File: src/rtl/mbox_irq.sv
module mbox_irq #(
  parameter int AW = 15
) (
  input  logic          clk,
  input  logic          rst_n,
  input  logic          lp_en,
  input  logic          lp_we,
  input  logic [AW-1:0] lp_addr,
  input  logic          lp_busy,
  input  logic          rp_en,
  input  logic          rp_we,
  input  logic [AW-1:0] rp_addr,
  input  logic          rp_busy,
  output logic          lp_irq_n,
  output logic          rp_irq_n
);

  localparam logic [AW-1:0] R_BOX = {AW{1'b1}};
  localparam logic [AW-1:0] L_BOX = R_BOX - 1'b1;

  logic lp_go, rp_go;
  logic set_l, clr_l, set_r, clr_r;
  logic pend_l, pend_r;

  assign lp_go = lp_en & ~lp_busy;
  assign rp_go = rp_en & ~rp_busy;

  assign set_r = lp_go &  lp_we & (lp_addr == R_BOX);
  assign clr_r = rp_go & ~rp_we & (rp_addr == R_BOX);
  assign set_l = rp_go &  rp_we & (rp_addr == L_BOX);
  assign clr_l = lp_go & ~lp_we & (lp_addr == L_BOX);

  always_ff @(posedge clk) begin
    if (!rst_n) begin
      pend_l <= 1'b0;
      pend_r <= 1'b0;
    end else begin
      pend_l <= set_l | (pend_l & ~clr_l);
      pend_r <= set_r | (pend_r & ~clr_r);
    end
  end

  assign lp_irq_n = ~pend_l;
  assign rp_irq_n = ~pend_r;

  AST_RESET_IDLE: assert property (@(posedge clk)
    !rst_n |=> (lp_irq_n && rp_irq_n));

  AST_RIGHT_SET: assert property (@(posedge clk) disable iff (!rst_n)
    (lp_en && lp_we && !lp_busy && lp_addr == R_BOX) |=> !rp_irq_n);

  AST_LEFT_SET: assert property (@(posedge clk) disable iff (!rst_n)
    (rp_en && rp_we && !rp_busy && rp_addr == L_BOX) |=> !lp_irq_n);

  AST_RIGHT_RISE_CAUSE: assert property (@(posedge clk) disable iff (!rst_n)
    (!rp_irq_n && rp_en && !rp_we && !rp_busy && rp_addr == R_BOX &&
     !(lp_en && lp_we && !lp_busy && lp_addr == R_BOX)) |=> rp_irq_n);

  AST_BOTH_BUSY_HOLD: assert property (@(posedge clk) disable iff (!rst_n)
    (lp_busy && rp_busy) |=> ($stable(lp_irq_n) && $stable(rp_irq_n)));

  AST_IDLE_HOLD: assert property (@(posedge clk) disable iff (!rst_n)
    (!lp_en && !rp_en) |=> ($stable(lp_irq_n) && $stable(rp_irq_n)));

endmodule

File: config.mk
export PLATFORM = sky130hd
export DESIGN_NAME = mbox_irq
export DESIGN_NICKNAME = d
export VERILOG_FILES = /design/src/rtl/mbox_irq.sv
export SDC_FILE = /design/constraint.sdc
export NUM_CORES = 1
export LEC_CHECK = 0
export BUFFER_PORTS_ARGS = -buffer_cell sky130_fd_sc_hd__buf_4
export CAP_MARGIN = 30
export CORE_AREA = 2 2 39 41
export DETAILED_ROUTE_END_ITERATION = 16
export DIE_AREA = 0 0 41 43
export GPL_ROUTABILITY_DRIVEN = 0
export PLACE_DENSITY = 0.58
export SLEW_MARGIN = 20
export SYNTH_ARGS = -nofsm -noshare
export SYNTH_HDL_FRONTEND = slang
export SYNTH_SLANG_ARGS = --single-unit
export TNS_END_PERCENT = 5
File: constraint.sdc
create_clock -name clk -period 0.9 [get_ports clk]
set_input_delay 0.045 -clock clk [delete_from_list [all_inputs] [get_ports clk]]
set_output_delay 0.045 -clock clk [all_outputs]
set_load 0.005 [all_outputs]
==> metrics.md <==
| Metric | Value |
|---|---|
| Status | finished clean |
| Initial antenna violation count | 0 |
| Tmin final | 808.7 ps |
| Total GRT Usage | 9.619% |
| Net Sw Frac | 18.35% |
| Pins Over Slew Limit | 0 |
| Max-cap violations | 0 |
| Reg2Reg Launch Point | pend_l$_SDFF_PN0_ |
| RSZ-0062 raised after global routing | false |
| Via count | 369 |
| Syn Inst Count | 23 |
| First drt pass iteration count | 2 |
| Die X | 41 um |
| Synth top area cells | nand4_1 26%, dfxtp_1 24%, nand4b_1 10%, nor4_2 7.4%, nand2_1 6.6% |
| Inserted Diodes | 0 |
| Startpoint Class | primary input |
| Post-layout util | 37.52% |
| Post-synth cell types | 11 |
| Wire per inst | 10.45 um |
| Int Power | 0.3427 mW |
| Post-synthesis cell area | 170.2 um2 |
| First-pass GRT wire length | 1138 um |
| Post-synth net total | 61 |
| Grt total ovfl | 0 |
| Worst hold slack | 82.84 ps |
| Port bufs | 39 |
| Worst path cell trace | buf_4, nand4b_1, nor4_2, nand2_1, a32o_1 |
| Area Growth Syn to Fin | 205.1% |
| Reg power frac | 21.3% |
| Hold crit path type | in -> reg |
| Non-Filler Instances | 82 |
| Longest Clk Path Bufs | 2 |
| Core area | 1384 um2 |
| Number of global-route vias before repair | 370 |
| WP data arrival | 920 ps |
| Hold path start | lp_we |
| Worst vdd ir | 377.4 uV |
| Fin crit share | 89.85% |
| Nets@finish | 106 |
| Die ar. | 1763 um2 |
| Final worst slack | 91.33 ps |
| RR Endpoint | pend_l$_SDFF_PN0_ |
| Ys Warns | 0 |
| Initial core utilization | 12.30% |
| Boundary pin count | 40 |
| Placed cells | 79 |
| Switching power total | 0.07702 mW |
| Headroom to the max-slew limit | 83.46% |
| DR iter-0 viols | 1 |
| CTS H-tree lvls | 1 |
| CTS tree | done |
| Die Y | 43 um |
| Reg2Reg Depth | 1 |
| Pin count of the biggest net entering global routing | 5 |
| Half-perimeter wire length after placement | 770.5 um |
| Area leader, netlist | nand4_1 |
| CP endpoint kind | register |
| Final antenna-violating net count | 0 |
| Max Clock Freq | 1237 MHz |
| DRC | 0 |
| Routed vias/inst | 4.500 |
| Mean post-synth cell area | 7.398 um2 |
| WP data required | 1010 ps |
| Critical-path maximum fanout | 2 |
| FP Rows | 14 |
| Worst reg-to-reg setup slack | 280 ps |
| Leak pwr | 0.2458 nW |
| Hold Crit Depth | 3 |
| Total CTS buffers | 3 |
| Sequential area share after synthesis | 23.53% |
| Fin Clk Skew | 0 ps |
| Root buf cell | clkbuf_4 |
| Layout cells sized above 1 | 68.18% |
| CP Class | in -> reg |
| Power per cell area | 808.2 nW/um2 |
| Logic pwr share | 32.9% |
| Final setup fails | 0 |
| Pre-CTS setup slack | -145.9 ps |
| Final hold vios | 0 |
| Share of the synthesized area in the top cell type | 25.74% |
| Worst-margin pin slew | 246.0 ps |
| Min-Delay Endpoint | pend_r$_SDFF_PN0_ |
| Synthesized flop and latch total | 2 |
| Worst-path clk slew | 30 ps |
| Crit-path slowest cell | nor4_2 |
| CTS Sinks | 2 |
| Max stage delay on crit path | 260 ps |
| Part of the power in the clock network | 45.8% |
| Clk_lat worst skew | 220 ps |
| WL final | 857 um |
final cells by class:
type                            instances  area (um2)
Clock buffer                            3       22.52
Tap cell                               16       20.02
Timing Repair Buffer                   40       300.3
Multi-Input combinational cell         19       128.9
Inverter                                2       7.507
Sequential cell                         2       40.04
Fill cell                             155       864.6
per-layer routing:
metal  vias to the layer above  global-route usage (%)  part of all wire (%)
met5                         -                       0                     0
met2                        37                   18.75                    46
li1                        182                       -                     -
met3                         0                   4.712                    25
met1                       150                   6.709                    29
met4                         0                   4.000                     0
synthesized netlist by cell type:
cell,count
and3b_1,1
o21ai_0,1
nand2_1,3
nand4_1,7
nor2_1,2
a32o_1,1
nor4_2,1
dfxtp_1,2
nor4_1,1
nand4b_1,2
inv_1,2
critical path: cells and delay by family:
kind / cells / cell delay, ps
AOI/OAI and AO/OA: 1 / 260
buffers and inverters: 1 / 100
and+or+nand+nor: 3 / 520
sequential cells by signal, summed over array words and instances (netlist names):
name,flops
pend_l,1
pend_r,1
power by group through the flow:
stage | combinational, mW | sequential [mW] | clock [mW]
after floorplan | 0.0111 | 0.0905 | 0
after global placement | 0.136 | 0.0905 | 0
after detailed placement | 0.139 | 0.0905 | 0
after CTS | 0.139 | 0.0893 | 0.207
after global routing | 0.149 | 0.0892 | 0.218
final | 0.138 | 0.0894 | 0.192
worst max path at each step:
stage	end	cells after the start	slack (ps)	start
after floorplan	pend_l$_SDFF_PN0_	4	20	lp_busy
after global placement	pend_r$_SDFF_PN0_	5	-140	rp_busy
after detailed placement	pend_l$_SDFF_PN0_	5	-150	lp_busy
after CTS	pend_r$_SDFF_PN0_	5	90	rp_busy
after global routing	pend_l$_SDFF_PN0_	5	50	lp_busy
final	pend_l$_SDFF_PN0_	5	90	lp_busy
through the flow:
| stage | power, mW | TNS [ps] | area [um2] |
|---|---|---|---|
| global route | 0.4567 | 0 | 519.2 |
| global placement | 0.2264 | -253.3 | 490.5 |
| floorplan | 0.1016 | 0 | 170.2 |
| finish | 0.4197 | 0 | 519.2 |
| detailed placement | 0.2294 | -286.6 | 490.5 |
| CTS | 0.4352 | 0 | 513.0 |
what timing repair did:
item	in CTS	in global routing
endpoints found under the setup margin	0	1
hold buffers	0	0
setup buffers	0	0
gates resized for setup	0	1
layout by cell type (no fill, tap or decap):
| master | netlist | routed |
|---|---|---|
| nand4b_1 | 2 | 2 |
| buf_4 | 0 | 40 |
| dfxtp_1 | 2 | 2 |
| inv_1 | 2 | 2 |
| nand2_1 | 3 | 3 |
| a32o_1 | 1 | 1 |
| nor4_2 | 1 | 2 |
| and3b_1 | 1 | 1 |
| o21ai_0 | 1 | 1 |
| clkbuf_4 | 0 | 3 |
| nand4_1 | 7 | 7 |
| nor2_1 | 2 | 2 |
logic make-up after synthesis:
kind of cell | Yosys count | share of synthesized area, %
simple gates | 17 | 63.24
flops | 2 | 23.53
compound gates | 2 | 8.821
buf+inv | 2 | 4.413
Note: power is estimated with default switching activity, not from simulation.
